[src/rtl/usb_ep_halt_ctl.sv]
module usb_ep_halt_ctl #(
  parameter int NUM_EP = 4,
  parameter int EPN_W  = 4,
  parameter int DATA_W = 32
) (
  input  logic              clk,
  input  logic              rst_n,
  input  logic              reg_wr,
  input  logic [DATA_W-1:0] reg_wdata,
  output logic [DATA_W-1:0] reg_rdata,
  input  logic [EPN_W-1:0]  txn_ep,
  input  logic              txn_start,
  input  logic              txn_end,
  input  logic              setup_rcvd,
  input  logic              setup_flag,
  output logic [1:0]        hs_code
);

  logic [NUM_EP-1:0] halt_q, halt_d, ep_mask;
  logic              txn_halt_q;
  logic              unused_wdata;

  assign unused_wdata = ^reg_wdata[DATA_W-1:NUM_EP];

  always_comb begin
    halt_d = halt_q;
    if (reg_wr) halt_d = reg_wdata[NUM_EP-1:0];
    if (reg_wr && setup_flag && reg_wdata[0]) halt_d[0] = halt_q[0];
    if (setup_rcvd) halt_d[0] = 1'b0;
  end

  always_ff @(posedge clk) begin
    if (!rst_n) halt_q <= '0;
    else        halt_q <= halt_d;
  end

  assign ep_mask = NUM_EP'(1) << txn_ep;

  always_ff @(posedge clk) begin
    if (!rst_n)         txn_halt_q <= 1'b0;
    else if (txn_start) txn_halt_q <= |(halt_q & ep_mask);
    else if (txn_end)   txn_halt_q <= 1'b0;
  end

  assign hs_code   = {1'b0, txn_halt_q};
  assign reg_rdata = DATA_W'(halt_q);


  ep_hold_chk: assert property (@(posedge clk) disable iff (!rst_n)
    !reg_wr |=> $stable(halt_q[NUM_EP-1:1]));


  setup_clr_chk: assert property (@(posedge clk) disable iff (!rst_n)
    setup_rcvd |=> !reg_rdata[0]);


  blocked_set_chk: assert property (@(posedge clk) disable iff (!rst_n)
    (setup_flag && !reg_rdata[0]) |=> !reg_rdata[0]);


  hs_hold_chk: assert property (@(posedge clk) disable iff (!rst_n)
    (!txn_start && !txn_end) |=> $stable(hs_code));


  hs_release_chk: assert property (@(posedge clk) disable iff (!rst_n)
    (txn_end && !txn_start) |=> hs_code == 2'b00);

endmodule

[config.mk]
export PLATFORM = sky130hd
export DESIGN_NAME = usb_ep_halt_ctl
export DESIGN_NICKNAME = d
export VERILOG_FILES = /design/src/rtl/usb_ep_halt_ctl.sv
export SDC_FILE = /design/constraint.sdc
export NUM_CORES = 1
export LEC_CHECK = 0
export ABC_CLOCK_PERIOD_IN_PS = 2600
export BUFFER_PORTS_ARGS = -buffer_cell sky130_fd_sc_hd__buf_4
export CORE_UTILIZATION = 28
export DETAILED_ROUTE_END_ITERATION = 10
export PLACE_DENSITY_LB_ADDON = 0.2
export SKIP_CTS_REPAIR_TIMING = 1
export SYNTH_ARGS = -nofsm -noshare
export SYNTH_HDL_FRONTEND = slang
export SYNTH_SLANG_ARGS = --single-unit
export TNS_END_PERCENT = 1
[constraint.sdc]
create_clock -name clk -period 2.6 [get_ports clk]
set_input_delay 0.78 -clock clk [delete_from_list [all_inputs] [get_ports clk]]
set_output_delay 0.78 -clock clk [all_outputs]
set_load 0.005 [all_outputs]
==> results.ini, run 1 <==
[outcome]
run_status=complete, no violations

[final_layout]
drive_gt1_frac=0.324
syn_to_final_growth_pct=15.2
num-nets-final=115
antenna_cells=0
final_common_cell=conb_1
stdcell_count=87
final_cell_mix=29 x conb_1, 19 x buf_4, 5 x dfxtp_1, 4 x nor2b_1

[routing]
wire_per_inst_um=7.93
num_vias=316
drtPass1Iterations=2
routed_wl_um=690
drc=0
ant_nets=0
via_per_inst=3.63
first_iter_violations=2

[sta]
finalWorstSetupSlack_ps=1110
setup-violations-final=0
slew_violations=0
finalCriticalPeriod_ps=1490
period_share=0.574
rsz0062_at_grt=no
timing.fmax_ghz=0.670
final.setup_skew_ps=2.86
whs_ps=545
final-hold-violation-count=0
fin_setup_tns_ps=0

[global_routing]
track_usage=0.0773
antenna_found_initial=0
met3_usage=0.0129
grt_max_degree=7
overflow=0
grt_pass1_vias=261
top_usage_layer=met2
grt_pass1_wl_mm=1.00
grtUsageMet2=0.145
grtUsageMet1=0.0661

[synthesis]
syn_inst=50
syn_avg_cell_area_um2=9.03
synth_seq_cells=5
synth_top_area_cell=buf_4
yosysTopAreaCellShare=0.499
synthTopCellsByArea=buf_4 50%, dfxtp_1 22%, mux2i_1 6.6%
yosys_warnings=0
yosysSeqAreaShare=0.222
yosysUniqueCellTypes=12
synth_area_um2=452

[setup_path]
cp_num_buf_inv=1
path_depth=1
cp-endpoint=reg_rdata[2]
worst-setup-path-type=reg2out
slowest_stage=dfxtp_1
worstPathRequired_ps=1820
crit_path_max_incr_delay_ps=350
cp-start-kind=flop
r2r_slack_ps=1470
r2r_start=halt_q[3]
r2r_cells=2
r2r_end=txn_halt_q
endpoint_kind=primary output
arrival_ps=710
crit_path_cell_trace=buf_4
crit_fanout=3
crit_start=halt_q[2]
path_delay_family=flip-flops

[clock_tree]
cts_buffer_depth=2
cts_tree=yes
clk_latency_ps=240
htree_levels=1
cts_buffers=3
clockRootBuffer=clkbuf_4
clk_pin_slew_ps=40
cts_sinks=5

[place]
gp_congestion=0.620
placed_cells=83
place_ws_ps=884
portBuffers=19
dp_hpwl_um=568

[pwr]
p_seq_frac=0.378
switching_share=0.257
internal_power_uw=163
powerDensity_nw_per_um2=420
p_clk_frac=0.422
combPwrFrac=0.200
p_sw_uw=56.2
irDropWorstVdd_mv=0.215
cellLeakagePower_nw=0.303

[floorplan]
dieWidth_um=42.2
die_y_um=42.2
die_area_um2=1780
num_rows=14
floorplan.initialDensity=0.300
pin_count=77
core_region_area_um2=1510

[worst_hold_path]
hp-class=reg2reg

[run]
maxCapViolations=0

power groups by stage:
stage	Clock, mW	Combinational (mW)	Sequential (mW)
6_report	0.0923	0.0437	0.0827
4_1_cts	0.0966	0.0436	0.0829
2_1_floorplan	0	0.0503	0.0840
3_5_place_dp	0	0.0433	0.0843
5_1_grt	0.0987	0.0486	0.0832
3_3_place_gp	0	0.0429	0.0844
per-stage QoR:
step           total power, mW  instance area (um2)  utilization
2_1_floorplan            0.134                  557            -
3_3_place_gp             0.127                  494        0.328
3_5_place_dp             0.128                  494        0.328
4_1_cts                  0.223                  520        0.346
5_1_grt                  0.230                  520        0.346
6_report                 0.219                  520        0.346
Yosys cell counts:
cell	n
mux4_2	1
nor2_1	1
dfxtp_1	5
nor4bb_1	1
inv_1	1
mux2i_1	3
a41o_1	1
nor2b_1	4
buf_4	30
nand2b_1	1
conb_1	1
o2111a_1	1
kinds of logic (layout without fill, tap and decap cells):
family                 Yosys count  in the layout  share of synthesized area
buffers and inverters           31             24                      0.507
multiplexers                     4              4                      0.116
AO/OA/AOI/OAI                    2              2                     0.0471
AND/OR/NAND/NOR                  7              7                     0.0997
other                            1             29                    0.00830
flip-flops                       5              5                      0.222
flip-flops by register name, indices dropped and copies added (netlist names):
name / flops
halt_q: 4
txn_halt_q: 1
cell type report:
class                   count  area [um2]
flip-flops and latches      5         100
clock buffers               4        26.3
multi-input cells          42         228
inverters                   1        3.75
fillers                   163         986
well taps                  16        20.0
repair buffers             19         143
per-layer routing:
metal / vias up / part of all wire
met5: - / 0
met4: 0 / 0
met3: 0 / 0.093
met2: 30 / 0.55
met1: 140 / 0.35
li1: 146 / -
how the worst min path moves through the flow:
stage	depth (start not counted)	end	slack (ps)	startpoint
final	2	halt_q[3]	540	halt_q[3]
after global routing	2	halt_q[3]	580	halt_q[3]
after CTS	2	halt_q[3]	550	halt_q[3]
after detailed placement	2	halt_q[1]	540	halt_q[1]
after global placement	2	halt_q[3]	540	halt_q[3]
after floorplan	2	halt_q[1]	520	halt_q[1]
No activity file was read; power rests on OpenSTA's default activity.
==> run 2, diff against run 1 <==
--- a/config.mk
+++ b/config.mk
@@ -5,9 +5,10 @@
 export SDC_FILE = /design/constraint.sdc
 export NUM_CORES = 1
 export LEC_CHECK = 0
-export ABC_CLOCK_PERIOD_IN_PS = 2600
+export ABC_AREA = 1
+export ABC_CLOCK_PERIOD_IN_PS = 1500
 export BUFFER_PORTS_ARGS = -buffer_cell sky130_fd_sc_hd__buf_4
-export CORE_UTILIZATION = 28
+export CORE_UTILIZATION = 27
 export DETAILED_ROUTE_END_ITERATION = 10
 export PLACE_DENSITY_LB_ADDON = 0.2
 export SKIP_CTS_REPAIR_TIMING = 1
==> constraint.sdc (replaced) <==
create_clock -name clk -period 1.5 [get_ports clk]
set_input_delay 0.45 -clock clk [delete_from_list [all_inputs] [get_ports clk]]
set_output_delay 0.45 -clock clk [all_outputs]
set_load 0.005 [all_outputs]
==> results.ini, run 2 <==
[run]
maxCapViolations=0

[routing]
ant_nets=0
routed_wl_um=723
drtPass1Iterations=7
wire_per_inst_um=7.09
num_vias=374
via_per_inst=3.67
first_iter_violations=17
drc=10

[final_layout]
drive_gt1_frac=0.302
reg_top3=halt_q x4, txn_halt_q x1
final_common_cell=conb_1
largest_reg_flops=4
fillers=182
num-nets-final=130
stdcell_count=102
antenna_cells=0
top_register=halt_q
final_cell_mix=29 x conb_1, 19 x buf_4, 9 x nor2_1, 5 x nand2_1, 5 x dfxtp_1
syn_to_final_growth_pct=14.8

[synthesis]
yosysSeqAreaShare=0.216
yosysUniqueCellTypes=13
syn_avg_cell_area_um2=7.14
synth_area_um2=464
synth-edff-count=0
syn_inst=65
yosysTopAreaCellShare=0.485
yosys-top-cells-count=30 x buf_4, 9 x nor2_1, 5 x dfxtp_1, 5 x nand2_1, 4 x inv_1
synth_flop_cell=dfxtp_1
async_reset_ff_frac=0
synth_most_common_cell=buf_4
synth_top_area_cell=buf_4
synthTopCellsByArea=buf_4 49%, dfxtp_1 22%, nor2_1 7.3%
synth_seq_cells=5
yosys_warnings=0

[global_routing]
grt_pass1_vias=327
overflow=0
grt_max_degree=6
antenna_found_initial=0
grt_pass1_wl_mm=1.24
track_usage=0.0966

[sta]
finalCriticalPeriod_ps=1200
setup-violations-final=0
slew_violations=0
final.setup_skew_ps=0.0842
timing.fmax_ghz=0.835
rsz0062_at_grt=no
fin_setup_tns_ps=0
final-hold-violation-count=0
period_share=0.799

[setup_path]
worst-setup-path-type=reg2out
path_delay_family=flip-flops
cp_num_buf_inv=1
slowest_stage=dfxtp_1
crit_path_max_incr_delay_ps=370
crit_path_cell_trace=buf_4
r2r_cells=4
endpoint_kind=primary output
crit_fanout=3
r2r_start=halt_q[1]
r2r_end=txn_halt_q
arrival_ps=750
r2r_slack_ps=750
worstPathRequired_ps=1050
cp-start-kind=flop

[worst_hold_path]
hold_end=halt_q[0]
min_path_cells=2
hp-class=in2reg
min_from=setup_rcvd

[floorplan]
core_region_area_um2=1560
dieWidth_um=43.5
num_rows=14
floorplan.initialDensity=0.298
pin_count=77
die_area_um2=1890
die_y_um=43.5

[clock_tree]
clockRootBuffer=clkbuf_4
clk_pin_slew_ps=40
cts_tree=yes
clk_latency_ps=250
cts_buffers=3
htree_levels=1
cts_sinks=5
cts_buffer_depth=2

[outcome]
violations=DRC
run_status=finished with violations

[place]
placed_cells=98
gp_congestion=0.641
portBuffers=19

[pwr]
irDropWorstVdd_mv=0.397
powerDensity_nw_per_um2=730
cellLeakagePower_nw=0.308

## run 2: cell families (layout without fill, tap and decap cells)
| family | Yosys count | in the layout | synth area share |
|---|---|---|---|
| DFF | 5 | 5 | 0.216 |
| other | 1 | 29 | 0.00808 |
| AOI/OAI and AO/OA | 4 | 4 | 0.0431 |
| and+or+nand+nor | 20 | 20 | 0.208 |
| buffers and inverters | 35 | 28 | 0.526 |
## run 2: area by class of cell
class                           instances  area [um2]  share of cell area
Inverter                                5        18.8              0.0352
Multi-Input combinational cell         53         225               0.423
Timing Repair Buffer                   19         143               0.268
Sequential cell                         5         100               0.188
Tap cell                               16        20.0              0.0376
Clock buffer                            4        26.3              0.0493
## run 2: power breakdown
group / internal, mW / leakage [nW] / switching, mW
Clock: 0.101 / 0.0150 / 0.0610
Combinational: 0.0400 / 0.252 / 0.0415
Sequential: 0.140 / 0.0412 / 0.00557
Total: 0.281 / 0.308 / 0.108
## run 2: stage by stage
stage	util	worst slack [ps]	hold WS [ps]	instance area (um2)	total power, mW
final	0.342	302	361	533	0.389
after global routing	0.342	272	346	533	0.430
after CTS	0.342	310	353	533	0.394
after detailed placement	0.325	503	470	507	0.229
after global placement	0.325	500	460	507	0.229
after floorplan	-	643	442	569	0.239
## run 2: worst max-delay path by stage
stage / startpoint / to / slack, ps / depth (start not counted)
after detailed placement: txn_ep[1] / txn_halt_q / 500 / 6
after floorplan: txn_halt_q / hs_code[0] / 640 / 1
final: halt_q[1] / reg_rdata[1] / 300 / 1
after CTS: halt_q[1] / reg_rdata[1] / 310 / 1
after global routing: halt_q[1] / reg_rdata[1] / 270 / 1
after global placement: txn_ep[3] / txn_halt_q / 500 / 4
## run 2: per-layer routing
layer  share of wire  wire (um)  global-route usage  vias to the layer above
met5               0          0                   0                        -
met4           0.026         19              0.0563                        0
met3            0.14        103              0.0750                        4
met2            0.45        328               0.152                       35
met1            0.38        272              0.0886                      152
li1                -          -                   -                      183
